**src/rtl/pguard_pkg.sv**
```systemverilog
package pguard_pkg;

  localparam int MID_W   = 4;
  localparam int MASK_W  = 1 << MID_W;
  localparam int QUADS   = 4;

  typedef enum logic [1:0] {
    USE_SPLIT4  = 2'd0,
    USE_PAIRS   = 2'd1,
    USE_WHOLE   = 2'd2,
    USE_LOWPAIR = 2'd3
  } quad_use_e;

  typedef logic [QUADS-1:0][MASK_W-1:0] frame_masks_t;

  // Whether a quadrant keeps its own mask under a frame usage code
  function automatic logic quad_impl(logic [1:0] mode, logic [1:0] q);
    case (mode)
      USE_PAIRS:   return !q[0];
      USE_WHOLE:   return q == 2'd0;
      USE_LOWPAIR: return q != 2'd1;
      default:     return 1'b1;
    endcase
  endfunction

  // Quadrant whose mask decides an access to quadrant q
  function automatic logic [1:0] gov_quad(logic [1:0] mode, logic [1:0] q);
    case (mode)
      USE_PAIRS:   return {q[1], 1'b0};
      USE_WHOLE:   return 2'd0;
      USE_LOWPAIR: return q[1] ? q : 2'd0;
      default:     return q;
    endcase
  endfunction

  // Bits of a register word backed by storage
  function automatic logic [31:0] word_impl(logic [1:0] mode, logic half);
    return {{MASK_W{quad_impl(mode, {half, 1'b1})}},
            {MASK_W{quad_impl(mode, {half, 1'b0})}}};
  endfunction

endpackage

```
**src/rtl/pguard_regbank.sv**
```systemverilog
module pguard_regbank
  import pguard_pkg::*;
#(
  parameter int NFRAMES = 32,
  parameter logic [2*NFRAMES-1:0] FRAME_MODE = '0,
  localparam int FRAME_IW = $clog2(NFRAMES),
  localparam int REG_AW = FRAME_IW + 3
) (
  input  logic              clk,
  input  logic              rst_n,
  input  logic              cfg_we,
  input  logic              cfg_priv,
  input  logic [REG_AW-1:2] cfg_addr,
  input  logic [31:0]       cfg_wdata,
  output logic [31:0]       cfg_rdata,
  output frame_masks_t      masks [NFRAMES]
);

  logic [FRAME_IW-1:0] sel_frame;
  logic                sel_half;
  logic                wr_go;

  assign sel_frame = cfg_addr[REG_AW-1:3];
  assign sel_half  = cfg_addr[2];
  assign wr_go     = cfg_we & cfg_priv;

  for (genvar f = 0; f < NFRAMES; f++) begin : g_frame
    localparam logic [1:0] MODE = FRAME_MODE[2*f +: 2];
    for (genvar q = 0; q < QUADS; q++) begin : g_quad
      localparam logic [1:0] QI = 2'(q);
      if (quad_impl(MODE, QI)) begin : g_live
        logic [MASK_W-1:0] mreg;
        always_ff @(posedge clk or negedge rst_n) begin
          if (!rst_n) begin
            mreg <= '1;
          end else if (wr_go && sel_frame == FRAME_IW'(f) && sel_half == QI[1]) begin
            mreg <= QI[0] ? cfg_wdata[31:16] : cfg_wdata[15:0];
          end
        end
        assign masks[f][q] = mreg;
      end else begin : g_none
        assign masks[f][q] = '0;
      end
    end
  end

  always_comb begin
    cfg_rdata = '0;
    if (32'(sel_frame) < NFRAMES) begin
      cfg_rdata = {masks[sel_frame][{sel_half, 1'b1}],
                   masks[sel_frame][{sel_half, 1'b0}]};
    end
  end

endmodule

```
**src/rtl/pguard_decide.sv**
```systemverilog
module pguard_decide
  import pguard_pkg::*;
#(
  parameter int NFRAMES = 32,
  parameter logic [2*NFRAMES-1:0] FRAME_MODE = '0,
  parameter int ADDR_W = 16,
  localparam int FRAME_IW = $clog2(NFRAMES),
  localparam int FIDX_W = ADDR_W - 10
) (
  input  frame_masks_t       masks [NFRAMES],
  input  logic               req_valid,
  input  logic [ADDR_W-1:8]  req_addr,
  input  logic [MID_W-1:0]   req_mid,
  output logic               grant,
  output logic               deny
);

  logic [FIDX_W-1:0]   fidx;
  logic [FRAME_IW-1:0] fsel;
  logic                in_range;
  logic [1:0]          mode;
  logic [1:0]          gq;
  logic                allowed;

  assign fidx     = req_addr[ADDR_W-1:10];
  assign fsel     = FRAME_IW'(fidx);
  assign in_range = 32'(fidx) < NFRAMES;
  assign mode     = FRAME_MODE[{fsel, 1'b0} +: 2];
  assign gq       = gov_quad(mode, req_addr[9:8]);
  assign allowed  = in_range && masks[fsel][gq][req_mid];

  assign grant = req_valid & allowed;
  assign deny  = req_valid & ~allowed;

endmodule

```
**src/rtl/pguard_top.sv**
```systemverilog
module pguard_top
  import pguard_pkg::*;
#(
  parameter int NFRAMES = 32,
  // frame 0 whole, frame 1 pairs, frame 2 low pair + singles, rest split
  parameter logic [2*NFRAMES-1:0] FRAME_MODE = (2*NFRAMES)'(6'b11_01_10),
  parameter int ADDR_W = 16,
  localparam int REG_AW = $clog2(NFRAMES) + 3
) (
  input  logic              clk,
  input  logic              rst_n,
  input  logic              cfg_we,
  input  logic              cfg_priv,
  input  logic [REG_AW-1:2] cfg_addr,
  input  logic [31:0]       cfg_wdata,
  output logic [31:0]       cfg_rdata,
  input  logic              req_valid,
  input  logic [ADDR_W-1:8] req_addr,
  input  logic [MID_W-1:0]  req_mid,
  output logic              grant,
  output logic              deny
);

  frame_masks_t masks [NFRAMES];

  pguard_regbank #(
    .NFRAMES    (NFRAMES),
    .FRAME_MODE (FRAME_MODE)
  ) u_regs (
    .clk       (clk),
    .rst_n     (rst_n),
    .cfg_we    (cfg_we),
    .cfg_priv  (cfg_priv),
    .cfg_addr  (cfg_addr),
    .cfg_wdata (cfg_wdata),
    .cfg_rdata (cfg_rdata),
    .masks     (masks)
  );

  pguard_decide #(
    .NFRAMES    (NFRAMES),
    .FRAME_MODE (FRAME_MODE),
    .ADDR_W     (ADDR_W)
  ) u_decide (
    .masks     (masks),
    .req_valid (req_valid),
    .req_addr  (req_addr),
    .req_mid   (req_mid),
    .grant     (grant),
    .deny      (deny)
  );

endmodule

```
**config.mk**
```make
export PLATFORM = sky130hd
export DESIGN_NAME = pguard_top
export DESIGN_NICKNAME = d
export VERILOG_FILES = /design/src/rtl/pguard_pkg.sv /design/src/rtl/pguard_regbank.sv /design/src/rtl/pguard_decide.sv /design/src/rtl/pguard_top.sv
export SDC_FILE = /design/constraint.sdc
export NUM_CORES = 2
export LEC_CHECK = 0
export BUFFER_PORTS_ARGS = -buffer_cell sky130_fd_sc_hd__buf_2
export CAP_MARGIN = 20
export CORE_MARGIN = 8
export CORE_UTILIZATION = 40
export CTS_CLUSTER_DIAMETER = 50
export DETAILED_ROUTE_END_ITERATION = 6
export RECOVER_POWER = 50
export REMOVE_ABC_BUFFERS = 1
export SLEW_MARGIN = 20
export SYNTH_ARGS = -nofsm -noshare
export SYNTH_HDL_FRONTEND = slang
export SYNTH_SLANG_ARGS = --single-unit
```
**constraint.sdc**
```tcl
create_clock -name clk -period 4 [get_ports clk]
set_input_delay 0 -clock clk [delete_from_list [all_inputs] [get_ports clk]]
set_output_delay 0 -clock clk [all_outputs]
set_load 0.02 [all_outputs]
```
==> summary.txt <==
Run status
  – Status: finished with violations
  – Violated checks: max-capacitance violations, max-slew violations, negative setup slack

Placement
  – Cell Area, Placed: 114000 um^2
  – Gpl congestion: 0.961
  – Dpl ws: -0.595 ns
  – Port-buffer cells: 88
  – Placed insts: 10200
  – Hpwl dp: 265 mm

STA
  – Highest Clock Rate: 250 MHz
  – Rel. slew slack: -1.03
  – Setup ws final: -0.00728 ns
  – Fin. Hold Viols: 0
  – Fin crit period: 4.01 ns
  – Max-slew violations: 1277
  – Final setup viols: 1
  – Clock Skew: 0 ns
  – RSZ-0062 raised after global routing: true
  – Period Utilization, post-route: 1.00
  – Tightest Pin Transition: 3.05 ns

Run
  – Max Cap Viol: 11

Yosys
  – Post-synthesis sequential area ratio: 0.476
  – Mapped Area: 108000 um^2
  – Synth Flop Type: dfstp_2
  – EDFF count, synth: 0
  – Register bit total from synthesis: 1952
  – Post-Synthesis Cells: 6857
  – Post-synth ARST share: 1.00
  – Post-Syn Area per Cell: 15.7 um^2
  – Synth unique cells: 82
  – Warnings from Yosys: 0

Critical path
  – Critical path's slowest cell: mux4_2
  – CP required: 4.00 ns
  – Most frequent CP cell: buf_6
  – Crit path max fanout: 3
  – CP Cell Sequence: mux4_2 -> nand4_1 -> nand4_1 -> or3_4 -> o311ai_4 -> buf_6 -> nor4_4 -> o31a_1 -> a31oi_4 -> buf_6 -> and3_4 -> buf_6
  – Critical Path Start Type: register
  – CP max stage delay: 0.51 ns
  – Crit path DAT: 4.01 ns
  – CP endpoint kind: output pin
  – Crit Path Category: register to output pin

Global routing
  – Initial antenna violation count: 34
  – Total track usage: 0.281
  – Global-route wire length before repair: 578 mm
  – Vias in the first global route: 72400
  – Largest net degree at the start of global routing: 168
  – GRT overflow: 0

Floorplanning
  – Core area: 268000 um^2
  – Die ar.: 286000 um^2
  – Die width: 535 um
  – Row cnt: 190
  – IO Count: 89
  – Initial Utilization: 0.402
  – Die height: 535 um

Cells and area
  – Max FFs per register: 1952
  – Most common cell after layout, fill and taps aside: mux2_2
  – Top Registers: u_regs.g_frame.g_quad.g_live.mreg (1952)
  – Finished Cell Area: 124000 um^2
  – Most frequent cells in the layout: mux2_2 (2041), dfstp_2 (1952), mux4_2 (931)
  – Layout Cells excl Fill: 10700
  – Area grow syn2layout: 14.9%
  – Layout cells sized above 1: 0.845
  – Largest register by flop count: u_regs.g_frame.g_quad.g_live.mreg
  – Final nets: 7017

Detailed routing
  – Final WL: 410 mm
  – Vias: 70500
  – Wire per inst: 38.2 um
  – Total iterations of the first detailed-routing run: 7
  – Post-route ant nets: 0
  – Vias/cell: 6.58
  – DR DRC count: 0
  – Iter 0 DRT Violations: 7163

Clock network
  – Skew-Pair Late Insertion Delay: 0.92 ns
  – Clock sinks: 1952
  – H-tree Lvls: 5
  – Clock root buffer: clkbuf_16
  – Clk slew on worst S/H paths: 0.06 ns
  – TritonCTS clock tree: done
  – Deepest clock path buffer count: 4
  – Clock buffer count from CTS: 279

Pwr
  – Max IR drop VDD: 0.488 mV
  – Leakage: 48.4 nW
  – PwrDens: 457 nW/um^2

Min path
  – Hold Path Class: primary input to register
## worst paths after layout
check                                                       startpoint                                           end  slack [ns]  cells past startpoint
max                        u_regs.g_frame[27].g_quad[3].g_live.mreg[7]                                          deny      -0.007                     12
min reg2reg                u_regs.g_frame[13].g_quad[0].g_live.mreg[2]   u_regs.g_frame[13].g_quad[0].g_live.mreg[2]        0.62                      1
max reg2reg                u_regs.g_frame[3].g_quad[0].g_live.mreg[13]   u_regs.g_frame[3].g_quad[0].g_live.mreg[13]        3.15                      2
min in group asynchronous                                        rst_n  u_regs.g_frame[25].g_quad[0].g_live.mreg[15]        1.47                      2
max in group asynchronous                                        rst_n   u_regs.g_frame[28].g_quad[2].g_live.mreg[6]        0.34                      3
min                                                        cfg_addr[7]    u_regs.g_frame[3].g_quad[0].g_live.mreg[8]        0.12                      5
## cells in the mapped netlist, drive strengths merged, types with 4 or more instances
cell,instances,share of area
and2,6,0.00035
mux2i,194,0.018
clkbuf,405,0.016
nand4,13,0.00075
o211ai,7,0.00049
mux4,977,0.21
and3,8,0.00046
o2111ai,5,0.00041
a311oi,4,0.00033
o221ai,65,0.0053
buf,347,0.019
o21a,6,0.00042
a221o,8,0.00074
or3,9,0.00052
nand3,21,0.00098
nor2b,17,0.00099
dfstp,1952,0.48
inv,7,0.00024
nor3,42,0.0020
a22oi,43,0.0030
a211oi,18,0.0013
a222oi,17,0.0016
or2,6,0.00035
mux2,2041,0.21
a21oi,74,0.0034
o22ai,38,0.0022
a221oi,29,0.0024
nand2,194,0.0068
nor4,10,0.00058
o31ai,9,0.00067
clkinv,4,0.00014
nand2b,9,0.00052
a21o,4,0.00028
o32ai,4,0.00033
nor2,104,0.0036
a22o,26,0.0021
o21ai,53,0.0025
a31oi,19,0.0011
o311ai,4,0.00033
a2111oi,14,0.0011
## metal layers
layer / vias up / share of wire / global-route usage
li1: 27000 / - / -
met1: 38700 / 0.39 / 0.368
met2: 3646 / 0.44 / 0.419
met3: 1181 / 0.096 / 0.0815
met4: 24 / 0.069 / 0.159
met5: - / 0.00043 / 0.000843
## through the flow
step,setup TNS (ns),utilization,hold WS (ns),total power [mW]
floorplan,0,-,-0.148,27.7
global placement,-1.55,0.425,0.398,31.2
detailed placement,-1.12,0.425,0.373,31.5
CTS,0,0.462,0.0265,56.8
global route,-0.0462,0.462,0.108,58.3
finish,-0.00728,0.462,0.120,56.6
## critical path, delay by kind of cell, from the launching register on
kind	cells	cell delay, ns
AOI/OAI and AO/OA	3	0.62
DFF	1	0.38
and+or+nand+nor	5	1.11
muxes	1	0.51
buffers and inverters	3	0.44
## final cells by class
class	count	area, um^2
diodes	13	32.5
clock buffers	368	7830
clock inverters	106	1450
fillers	22900	144000
inverters	11	45.0
multi-input cells	4141	53500
flip-flops and latches	1952	51300
well taps	3552	4440
repair buffers	575	5200
## report_power, final
group / internal, mW / switching, mW
clock: 15.6 / 9.48
combinational: 3.68 / 3.94
sequential: 22.6 / 1.19
total: 42.0 / 14.6
## kinds of logic (layout without fill, tap and decap cells)
| logic type | count (synthesis) | in the layout | share of synthesized area |
|---|---|---|---|
| AO/OA/AOI/OAI | 476 | 476 | 0.0325 |
| buffers and inverters | 764 | 1060 | 0.0352 |
| other | 0 | 13 | 0 |
| adder cells (fa/ha/maj) | 2 | 2 | 0.000232 |
| AND/OR/NAND/NOR | 451 | 451 | 0.0188 |
| flip-flops | 1952 | 1952 | 0.476 |
| multiplexers | 3212 | 3212 | 0.437 |
## repair_timing
item	4_1_cts	5_1_grt
gates resized for setup	89	18
hold buffers	35	0
pin swaps	23	10
setup endpoints to repair	2	2
buffers inserted	1	0
hold endpoints to repair	2119	0
No activity file was read; power rests on OpenSTA's default activity.
